<file path="src/rtl/wdog_pkg.sv">
package wdog_pkg;

    localparam logic [4:0] OFS_COUNT  = 5'h00;
    localparam logic [4:0] OFS_RELOAD = 5'h04;
    localparam logic [4:0] OFS_KICK   = 5'h08;
    localparam logic [4:0] OFS_CTRL   = 5'h0C;
    localparam logic [4:0] OFS_STAT   = 5'h10;
    localparam logic [4:0] OFS_CLR    = 5'h14;

    localparam logic [31:0] KICK_KEY  = 32'h0000_4755;

    typedef enum logic [1:0] {
        ST_OFF  = 2'd0,
        ST_RUN  = 2'd1,
        ST_FIRE = 2'd2
    } wd_state_e;

    typedef enum logic [1:0] {
        SCOPE_SOC  = 2'd0,
        SCOPE_CHIP = 2'd1,
        SCOPE_CPU  = 2'd2,
        SCOPE_RSVD = 2'd3
    } scope_e;

    // control word, bit 7 down to bit 0
    typedef struct packed {
        logic       alt_boot;
        logic [1:0] scope;
        logic       slow_tick;
        logic       ext_en;
        logic       irq_en;
        logic       rst_en;
        logic       run_en;
    } ctrl_t;

endpackage

</file>
<file path="src/rtl/wdog_prescale.sv">
module wdog_prescale #(
    parameter int unsigned DIV = 125
) (
    input  logic clk_i,
    input  logic rst_ni,
    input  logic run_i,
    output logic tick_o
);
    localparam int unsigned CW = (DIV > 1) ? $clog2(DIV) : 1;

    generate
        if (DIV > 1) begin : g_div
            logic [CW-1:0] cnt_q;

            always_ff @(posedge clk_i or negedge rst_ni) begin
                if (!rst_ni)
                    cnt_q <= '0;
                else if (!run_i || cnt_q == CW'(DIV - 1))
                    cnt_q <= '0;
                else
                    cnt_q <= cnt_q + 1'b1;
            end

            assign tick_o = run_i && (cnt_q == CW'(DIV - 1));

            // divided ticks never come back to back
            p_tick_spacing_r6: assert property (@(posedge clk_i) disable iff (!rst_ni)
                tick_o |=> !tick_o);
        end else begin : g_pass
            assign tick_o = run_i;
        end
    endgenerate

endmodule

</file>
<file path="src/rtl/wdog_count.sv">
module wdog_count
    import wdog_pkg::*;
#(
    parameter int unsigned      CNT_W   = 32,
    parameter logic [CNT_W-1:0] PRELOAD = 'h00FF_FFFF
) (
    input  logic             clk_i,
    input  logic             rst_ni,
    input  logic             run_en_i,
    input  logic             rst_en_i,
    input  logic             irq_en_i,
    input  logic             ext_en_i,
    input  logic             tick_i,
    input  logic             kick_i,
    input  logic [CNT_W-1:0] reload_i,
    output logic [CNT_W-1:0] count_o,
    output logic             active_o,
    output logic             fire_o,
    output logic             rst_req_o,
    output logic             irq_o,
    output logic             ext_trig_o
);
    wd_state_e        state_q, state_d;
    logic [CNT_W-1:0] cnt_q, cnt_d;

    // next-state and count
    always_comb begin
        state_d = state_q;
        cnt_d   = cnt_q;
        unique case (state_q)
            ST_OFF: begin
                if (run_en_i) begin
                    state_d = ST_RUN;
                    cnt_d   = reload_i;
                end else if (kick_i) begin
                    cnt_d   = reload_i;
                end
            end
            ST_RUN, ST_FIRE: begin
                if (!run_en_i) begin
                    state_d = ST_OFF;
                    if (kick_i) cnt_d = reload_i;
                end else if (kick_i) begin
                    state_d = ST_RUN;
                    cnt_d   = reload_i;
                end else if (tick_i && cnt_q == '0) begin
                    state_d = ST_FIRE;
                    cnt_d   = reload_i;
                end else begin
                    state_d = ST_RUN;
                    if (tick_i) cnt_d = cnt_q - 1'b1;
                end
            end
            default: begin
                state_d = ST_OFF;
            end
        endcase
    end

    // state register
    always_ff @(posedge clk_i or negedge rst_ni) begin
        if (!rst_ni) begin
            state_q <= ST_OFF;
            cnt_q   <= PRELOAD;
        end else begin
            state_q <= state_d;
            cnt_q   <= cnt_d;
        end
    end

    // outputs
    always_comb begin
        active_o   = 1'b0;
        fire_o     = 1'b0;
        rst_req_o  = 1'b0;
        irq_o      = 1'b0;
        ext_trig_o = 1'b0;
        unique case (state_q)
            ST_OFF: ;
            ST_RUN:  active_o = 1'b1;
            ST_FIRE: begin
                active_o   = 1'b1;
                fire_o     = 1'b1;
                rst_req_o  = rst_en_i;
                irq_o      = irq_en_i;
                ext_trig_o = ext_en_i;
            end
            default: ;
        endcase
    end

    assign count_o = cnt_q;

    // disabled and not kicked, the count holds
    p_frozen_off_r4: assert property (@(posedge clk_i) disable iff (!rst_ni)
        (state_q == ST_OFF && !run_en_i && !kick_i) |=> $stable(cnt_q));
    // a timeout only follows a zero count
    p_fire_from_zero_r5: assert property (@(posedge clk_i) disable iff (!rst_ni)
        (state_q == ST_FIRE) |-> ($past(cnt_q) == '0));
    // the timeout cycle starts from the reload value
    p_reload_on_fire_r5: assert property (@(posedge clk_i) disable iff (!rst_ni)
        (state_q == ST_FIRE) |-> (cnt_q == $past(reload_i)));

endmodule

</file>
<file path="src/rtl/wdog_timer.sv">
module wdog_timer
    import wdog_pkg::*;
#(
    parameter int unsigned ADDR_W   = 5,
    parameter int unsigned DATA_W   = 32,
    parameter int unsigned TICK_DIV = 125
) (
    input  logic              clk,
    input  logic              rst_n,
    input  logic              bus_sel,
    input  logic              bus_wr,
    input  logic [ADDR_W-1:0] bus_addr,
    input  logic [DATA_W-1:0] bus_wdata,
    output logic [DATA_W-1:0] bus_rdata,
    output logic              rst_req,
    output logic [1:0]        rst_scope,
    output logic              irq,
    output logic              ext_trig,
    output logic              alt_boot
);
    localparam logic [DATA_W-1:0] KEY  = DATA_W'(KICK_KEY);
    localparam int unsigned       CW   = $bits(ctrl_t);

    ctrl_t             ctrl_q;
    logic [DATA_W-1:0] reload_q;
    logic [1:0]        stat_q;
    logic [DATA_W-1:0] count;
    logic              active, fire, pre_tick, tick;
    logic              wr_en, rd_en, kick_hit, clr_hit;

    assign wr_en    = bus_sel && bus_wr;
    assign rd_en    = bus_sel && !bus_wr;
    assign kick_hit = wr_en && bus_addr == ADDR_W'(OFS_KICK) && bus_wdata == KEY;
    assign clr_hit  = wr_en && bus_addr == ADDR_W'(OFS_CLR) && bus_wdata[0];

    always_ff @(posedge clk or negedge rst_n) begin
        if (!rst_n) begin
            ctrl_q   <= '0;
            reload_q <= '0;
            stat_q   <= '0;
        end else begin
            if (wr_en && bus_addr == ADDR_W'(OFS_CTRL))
                ctrl_q <= ctrl_t'(bus_wdata[CW-1:0]);
            if (wr_en && bus_addr == ADDR_W'(OFS_RELOAD))
                reload_q <= bus_wdata;
            if (fire)
                stat_q <= {stat_q[1] | ctrl_q.alt_boot, 1'b1};
            else if (clr_hit)
                stat_q <= '0;
        end
    end

    always_comb begin
        bus_rdata = '0;
        if (rd_en) begin
            case (bus_addr)
                ADDR_W'(OFS_COUNT):  bus_rdata = count;
                ADDR_W'(OFS_RELOAD): bus_rdata = reload_q;
                ADDR_W'(OFS_CTRL):   bus_rdata = DATA_W'(ctrl_q);
                ADDR_W'(OFS_STAT):   bus_rdata = DATA_W'(stat_q);
                default:             bus_rdata = '0;
            endcase
        end
    end

    wdog_prescale #(.DIV(TICK_DIV)) u_pre (
        .clk_i  (clk),
        .rst_ni (rst_n),
        .run_i  (active),
        .tick_o (pre_tick)
    );

    assign tick = ctrl_q.slow_tick ? pre_tick : 1'b1;

    wdog_count #(.CNT_W(DATA_W)) u_cnt (
        .clk_i      (clk),
        .rst_ni     (rst_n),
        .run_en_i   (ctrl_q.run_en),
        .rst_en_i   (ctrl_q.rst_en),
        .irq_en_i   (ctrl_q.irq_en),
        .ext_en_i   (ctrl_q.ext_en),
        .tick_i     (tick),
        .kick_i     (kick_hit),
        .reload_i   (reload_q),
        .count_o    (count),
        .active_o   (active),
        .fire_o     (fire),
        .rst_req_o  (rst_req),
        .irq_o      (irq),
        .ext_trig_o (ext_trig)
    );

    assign rst_scope = ctrl_q.scope;
    assign alt_boot  = stat_q[1];

    // a keyed restart loads the reload value
    p_kick_load_r3: assert property (@(posedge clk) disable iff (!rst_n)
        kick_hit |=> (count == $past(reload_q)));
    // a reset request needs its enable bit
    p_rst_gate_r7: assert property (@(posedge clk) disable iff (!rst_n)
        rst_req |-> ctrl_q.rst_en);
    // alternate-boot flag holds until a clearing write
    p_alt_sticky_r9: assert property (@(posedge clk) disable iff (!rst_n)
        (alt_boot && !clr_hit) |=> alt_boot);
    // a clearing write with no timeout empties status
    p_clear_r10: assert property (@(posedge clk) disable iff (!rst_n)
        (clr_hit && !fire) |=> (stat_q == 2'b00));

endmodule

</file>
<file path="config.mk">
export PLATFORM = sky130hd
export DESIGN_NAME = wdog_timer
export DESIGN_NICKNAME = d
export VERILOG_FILES = /design/src/rtl/wdog_pkg.sv /design/src/rtl/wdog_prescale.sv /design/src/rtl/wdog_count.sv /design/src/rtl/wdog_timer.sv
export SDC_FILE = /design/constraint.sdc
export NUM_CORES = 1
export LEC_CHECK = 0
export BUFFER_PORTS_ARGS = -buffer_cell sky130_fd_sc_hd__clkbuf_2
export CAP_MARGIN = 15
export CORE_ASPECT_RATIO = 0.9
export CORE_UTILIZATION = 57
export DETAILED_ROUTE_END_ITERATION = 10
export GPL_TIMING_DRIVEN = 0
export PLACE_DENSITY = 0.81
export SYNTH_ARGS = -nofsm -noshare
export SYNTH_HDL_FRONTEND = slang
export SYNTH_SLANG_ARGS = --single-unit
</file>
<file path="constraint.sdc">
create_clock -name clk -period 3.1 [get_ports clk]
set_clock_uncertainty 0.1 [all_clocks]
set_input_delay 0.31 -clock clk [delete_from_list [all_inputs] [get_ports clk]]
set_output_delay 0.31 -clock clk [all_outputs]
set_load 0.005 [all_outputs]
</file>
# Word level (Yosys, flattened, before mapping)
# Index checks and enable logic that the tools add are counted.
dict set report totals {
  ff_bits 83
  word_cells 69
  in_bits 41
}
dict set report classes {
  addsub 2
  eq_ne 11
  reduce_logical 20
  n_bitwise 1
  muxes 23
}
# operator n
set ops {}
lappend ops {{2-to-1 mux 32 bit} 7}
lappend ops {{one-hot mux 32 bit (4 select lines)} 1}
lappend ops {{one-hot mux 32 bit (2 select lines)} 1}
lappend ops {{equality test 32 x 15 -> 1 bit (second input constant)} 1}
lappend ops {{zero test 32 bit} 1}
lappend ops {{subtractor 32 x 1 -> 32 bit (second input constant)} 1}
lappend ops {{2-to-1 mux 2 bit} 6}
lappend ops {{equality test 5 x 4 -> 1 bit (second input constant)} 2}
lappend ops {{equality test 5 bit (second input constant)} 2}
lappend ops {{logical AND 1 bit} 10}
lappend ops {{adder 7 x 1 -> 7 bit (second input constant)} 1}
lappend ops {{equality test 7 bit (second input constant)} 1}
lappend ops {{2-to-1 mux 7 bit} 1}
lappend ops {{2-to-1 mux 1 bit} 6}
lappend ops {{equality test 5 x 3 -> 1 bit (second input constant)} 1}
lappend ops {{zero test 5 bit} 1}
lappend ops {{!= test 5 x 2 -> 1 bit (second input constant)} 1}
lappend ops {{one-hot mux 2 bit (2 select lines)} 1}
lappend ops {{nonzero test 2 bit} 2}
lappend ops {{equality test 2 x 1 -> 1 bit (second input constant)} 1}
lappend ops {{equality test 2 bit (second input constant)} 1}
lappend ops {{zero test 1 bit} 2}
lappend ops {{zero test 2 bit} 1}
lappend ops {{!= test 2 bit (second input constant)} 1}
lappend ops {{4 further kinds} 4}

# Depth between registers and ports, before layout
dict set report depth {
  word_depth 10
  depth_mapped 10
  ltp_nobuf 8
}

# Cells and area by module
# Synthesis repeated with hierarchy kept, for this count alone.
dict set report unflattened {
  cells_unflattened 653
  area_unflattened_um2 5928.2
}
# mod n_inst cells_each area_each_um2
set by_module_without_submodules {}
lappend by_module_without_submodules {wdog_count 1 402 3144.3}
lappend by_module_without_submodules {wdog_timer 1 215 2431.1}
lappend by_module_without_submodules {wdog_prescale 1 36 352.8}

# Least setup slack after synthesis
# Ideal clock, no wire load.
dict set report synth_timing {
  kind {flip-flop to flip-flop}
  startpoint {register u_cnt.cnt_q[0] (netlist: u_cnt.count_o[0])}
  endpoint {register u_cnt.cnt_q[6] (netlist: u_cnt.count_o[6])}
  path_stages_with_launch 10
  slack_ns 0.527
  required_time_ns 2.917
  t_arrival_ns 2.389
  path_cell_list {dfstp_2 inv_1 ha_1 or4b_4 nor4_4 and4_1 or3_1 buf_2 o21ai_0 a221o_1}
}
dict set report synth_between {
  elab_chain_cells 6
  elab_cells_between_ends 10
}
# element line
set synth_rtl {}
lappend synth_rtl {{start: declaration} wdog_count.sv:24} ;# logic [CNT_W-1:0] cnt_q, cnt_d;
lappend synth_rtl {{start signal: assignment} wdog_count.sv:67} ;# cnt_q <= cnt_d;
lappend synth_rtl {{subtractor 32 x 1 -> 32 bit / zero test 32 bit (equally long branches)} {wdog_count.sv:51, wdog_count.sv:46}}
lappend synth_rtl {{2-to-1 mux 32 bit / logical AND 1 bit (equally long branches)} {wdog_count.sv:51, wdog_count.sv:46}}
lappend synth_rtl {{2-to-1 mux 32 bit} wdog_count.sv:46} ;# end else if (tick_i && cnt_q == '0) begin
lappend synth_rtl {{2-to-1 mux 32 bit} wdog_count.sv:43} ;# end else if (kick_i) begin
lappend synth_rtl {{2-to-1 mux 32 bit} wdog_count.sv:40} ;# if (!run_en_i) begin
lappend synth_rtl {{one-hot mux 32 bit (2 select lines)} wdog_count.sv:30} ;# unique case (state_q)
# Several ways; a longest one is shown, not always the timed one. The select of a mux whose other input is x is not followed.
# A chain may end at the register's enable or synchronous reset.

# Final worst setup path
dict set report layout_timing {
  startpoint {register u_cnt.cnt_q[0] (netlist: u_cnt.count_o[0])}
  endpoint {register u_cnt.cnt_q[30] (netlist: u_cnt.count_o[30])}
}
# The elaborated chain is that of the path after synthesis.

==> impl_results.md <==
* Initial antenna violation count at 0
* Antenna viol nets, final at 0
* Drt via density at around 6.4
* Die Ht at 90.9 um
* Syn_area_per_cell at 9.60 um2
* Final hold vios at 0
* Maxcap violations at 0
* Ant. Diodes at 0
* Die area at 0.00916 mm2
* CTS tree: yes
* Vias in the first global route at approximately 4500
* Drt drc at 0
* Final min period at 3.00 ns
* Rows at 32
* Slew @ Worst Pin at 1.00 ns
* Sequential Power Share at between 40 and 50%
* DRT Wirelength at roughly 14 mm
* Core area at approximately 0.0085 mm2
* Area grow syn2layout at 15.8%
* GP Congestion at ~0.92
* Post-synth top flop: dfrtp_1
* Final Setup Violations at 0
* Net switching power at between 1 and 1.5 mW
* Comb pwr share at 30.0%
* Clk slew on worst S/H paths at approximately 0.09 ns
* Buffers plus inverters on the worst setup path at 2
* Layout Nets at approximately 660
* Syn. warnings at 0
* # IOs at 79
* CTS Buf Count at 9
* H-tree levels at 3
* Slew HR at between 30% and 40%
* Post-Synthesis Cells at 521
* Starting Density at between 50% and 60%
* # clock sinks at 83
* Root Driver: clkbuf_8
* Initial detailed-routing violation count at around 430
* Final HPWL DP at just under 10 mm
* Yosys cell types at 59
* Number of flops mapped to enable cells by yosys at 0
* Crit-path max FO at 7
* Unrepaired setup endpoints after global routing: no
* First-pass GRT wire length at 22.3 mm
* Worst hold path type: in -> reg
* Footprint of the multi-input gates at between 0.002 and 0.003 mm2
* Post-synthesis sequential area ratio at between 40% and 50%
* Wire per inst at between 15 and 20 um
* Fmax at between 0.3 and 0.4 GHz
* Crit-path cells: inv_1 -> ha_1 -> or4b_4 -> nor4_4 -> and4_2 -> or3_1 -> clkbuf_1 -> nor2_1 -> a221o_1
* Final Max Slew Viols at 0
* Worst EP arrival at between 3 and 4 ns
* Gr ovfl total at 0
* P per Cell Area at roughly 670 mW/mm2
* Share of cells above drive strength 1 at approximately 29%
* Clock Path Buffers at 2
* Max VDD drop at between 0.3 and 0.4 mV
* LEAKAGE at 2.39 nW
* Die width at 101 um
* Clock latency on the worst-skew pair at 0.36 ns
* Startpoint Class: flip-flop
* CP max-delay cell: or4b_4
* Critical Path RT at between 3 and 4 ns
* Async SR Flop Fraction at 100%
* Vias at ~4700
* Final cycle utilization of the critical path at 96.7%
* Register area at 0.00211 mm2
* Internal power at about 2.4 mW
* #FFs+latches synth at a little over 80
* Synthesized area at around 0.0050 mm2
* Fillers at 693
* Crit path kind: reg -> reg
* Post-CTS setup buffers at 0
* Net Sw Frac at ~37%
* Slowest stage delay, CP at roughly 0.55 ns
* Setup TNS at 0 ns
* Net Count, Synth at approximately 570
* Port Buffers at 76
* Clock share of power at ~23%
* Placed Area at 0.00556 mm2
* Tot Pwr at between 3 and 4 mW
* Outcome: completed
* Pre-antenna DRT Iters at 6
* Gr usage total at between 30% and 40%
* Pin count of the biggest net entering global routing at 63
* Worst hold slack at 0.0861 ns
* Final instance area at a little under 0.006 mm2
* CP endpoint kind: flip-flop
* CP delay by family, top: simple AND/OR/NAND/NOR gates
## per-stage QoR
stage / util (%) / cells / setup WS (ns)
finish: 68.0 / 733 / 0.104
global route: 68.0 / 733 / 0.00835
CTS: 68.0 / 734 / 0.00474
detailed placement: 65.2 / 717 / -0.137
global placement: 64.9 / 716 / -0.0928
floorplan: - / 521 / 0.527
## cells in the mapped netlist, drive strengths merged, types with 8 or more instances
cell / number / area share, %
nor2: 64 / 4.8
dfrtp: 59 / 30
mux2: 40 / 9.0
a22oi: 34 / 5.1
nand2: 33 / 2.5
clkbuf: 26 / 2.0
dfstp: 24 / 13
o21ai: 22 / 2.2
mux2i: 20 / 4.0
a21oi: 17 / 1.8
inv: 17 / 1.3
nand3: 16 / 1.6
buf: 13 / 1.7
nor3: 13 / 1.3
nor4: 11 / 2.0
or3: 11 / 1.4
a2bb2oi: 9 / 1.6
xor2: 8 / 1.4
## final cells by class
cell class	count	area share [%]
plain buffers	38	3.11
clock buffers	10	2.20
clock inverters	6	1.55
inverters	17	1.10
multi-input cells	382	45.9
flip-flops and latches	83	36.4
well taps	119	2.57
repair buffers	78	7.25
## registers in the layout, indices dropped and copies added (netlist names)
register           cells
rst_scope              2
ctrl_q                 6
u_cnt.state_q          2
u_pre.g_div.cnt_q      7
stat_q                 2
u_cnt.count_o         32
reload_q              32
## power groups by stage
stage          Clock, mW  Sequential (mW)  Combinational (mW)
6_report           0.868             1.84                1.16
3_5_place_dp           0             1.84                1.13
3_3_place_gp           0             1.81                1.07
4_1_cts            0.874             1.82                1.14
5_1_grt            0.917             1.87                1.27
2_1_floorplan          0             1.73               0.863
## worst reg2reg max path, delay by kind of cell, from the launching register on
| family | cells | cell delay [ns] |
|---|---|---|
| and+or+nand+nor | 5 | 1.50 |
| buffers and inverters | 2 | 0.39 |
| adders and majority gates | 1 | 0.22 |
| AOI/OAI and AO/OA | 1 | 0.28 |
| DFF | 1 | 0.40 |
## layer usage
layer | routed length, um | share of wire, % | global-route usage, %
met3 | 1160 | 8.4 | 7.97
met2 | 6600 | 48 | 51.3
met5 | 0 | 0 | 0
met1 | 5730 | 42 | 40.5
met4 | 278 | 2.0 | 10.5
## cell families after synthesis
family	share of synthesized area (%)
AO/OA/AOI/OAI	15.7
XOR/XNOR	2.10
adder cells (fa/ha/maj)	1.50
buffers and inverters	4.95
flip-flops	42.1
multiplexers	13.0
AND/OR/NAND/NOR	20.7
## layout by cell type, fill, tap and decap left out, types with 4 or more instances in the layout
| cell type | netlist | layout |
|---|---|---|
| a22oi_1 | 34 | 34 |
| xnor2_1 | 4 | 4 |
| xor2_1 | 8 | 8 |
| nor3_1 | 13 | 13 |
| o21ai_0 | 10 | 10 |
| a32oi_1 | 4 | 4 |
| a2bb2oi_1 | 9 | 9 |
| nand2_1 | 32 | 32 |
| o21ai_1 | 12 | 12 |
| a21oi_1 | 16 | 16 |
| a221o_1 | 7 | 7 |
| nor4b_1 | 5 | 4 |
| dfstp_2 | 24 | 24 |
| nor4_1 | 9 | 9 |
| clkbuf_2 | 0 | 75 |
| buf_1 | 4 | 4 |
| and3_1 | 6 | 6 |
| clkbuf_8 | 0 | 9 |
| inv_1 | 17 | 17 |
| mux2_2 | 38 | 38 |
| ha_1 | 6 | 6 |
| nand3_1 | 16 | 16 |
| nand4_1 | 7 | 7 |
| a222oi_1 | 6 | 6 |
| clkbuf_1 | 26 | 26 |
| dfrtp_1 | 59 | 59 |
| nor2_1 | 64 | 64 |
| or3_1 | 11 | 11 |
| mux2i_1 | 20 | 20 |
## what timing repair did
item	4_1_cts	5_1_grt
hold buffers	1	0
resized for setup	1	2
hold endpoints to repair	11	0
endpoints found under the setup margin	30	33
## worst paths after layout
check | start | endpoint | slack [ns] | cells past startpoint
setup / recovery | u_cnt.count_o[0]$_DFFE_PN1P_ | u_cnt.count_o[30]$_DFFE_PN0P_ | 0.10 | 9
hold / removal | bus_wdata[28] | reload_q[28]$_DFFE_PN0P_ | 0.09 | 2
setup reg to reg | u_cnt.count_o[0]$_DFFE_PN1P_ | u_cnt.count_o[30]$_DFFE_PN0P_ | 0.10 | 9
hold reg to reg | stat_q[0]$_DFFE_PN0P_ | stat_q[0]$_DFFE_PN0P_ | 0.39 | 1
max in group asynchronous | rst_n | u_cnt.count_o[23]$_DFFE_PN1P_ | 1.92 | 3
min in group asynchronous | rst_n | rst_scope[0]$_DFFE_PN0P_ | 0.30 | 2
(Power assumes the default switching activity.)
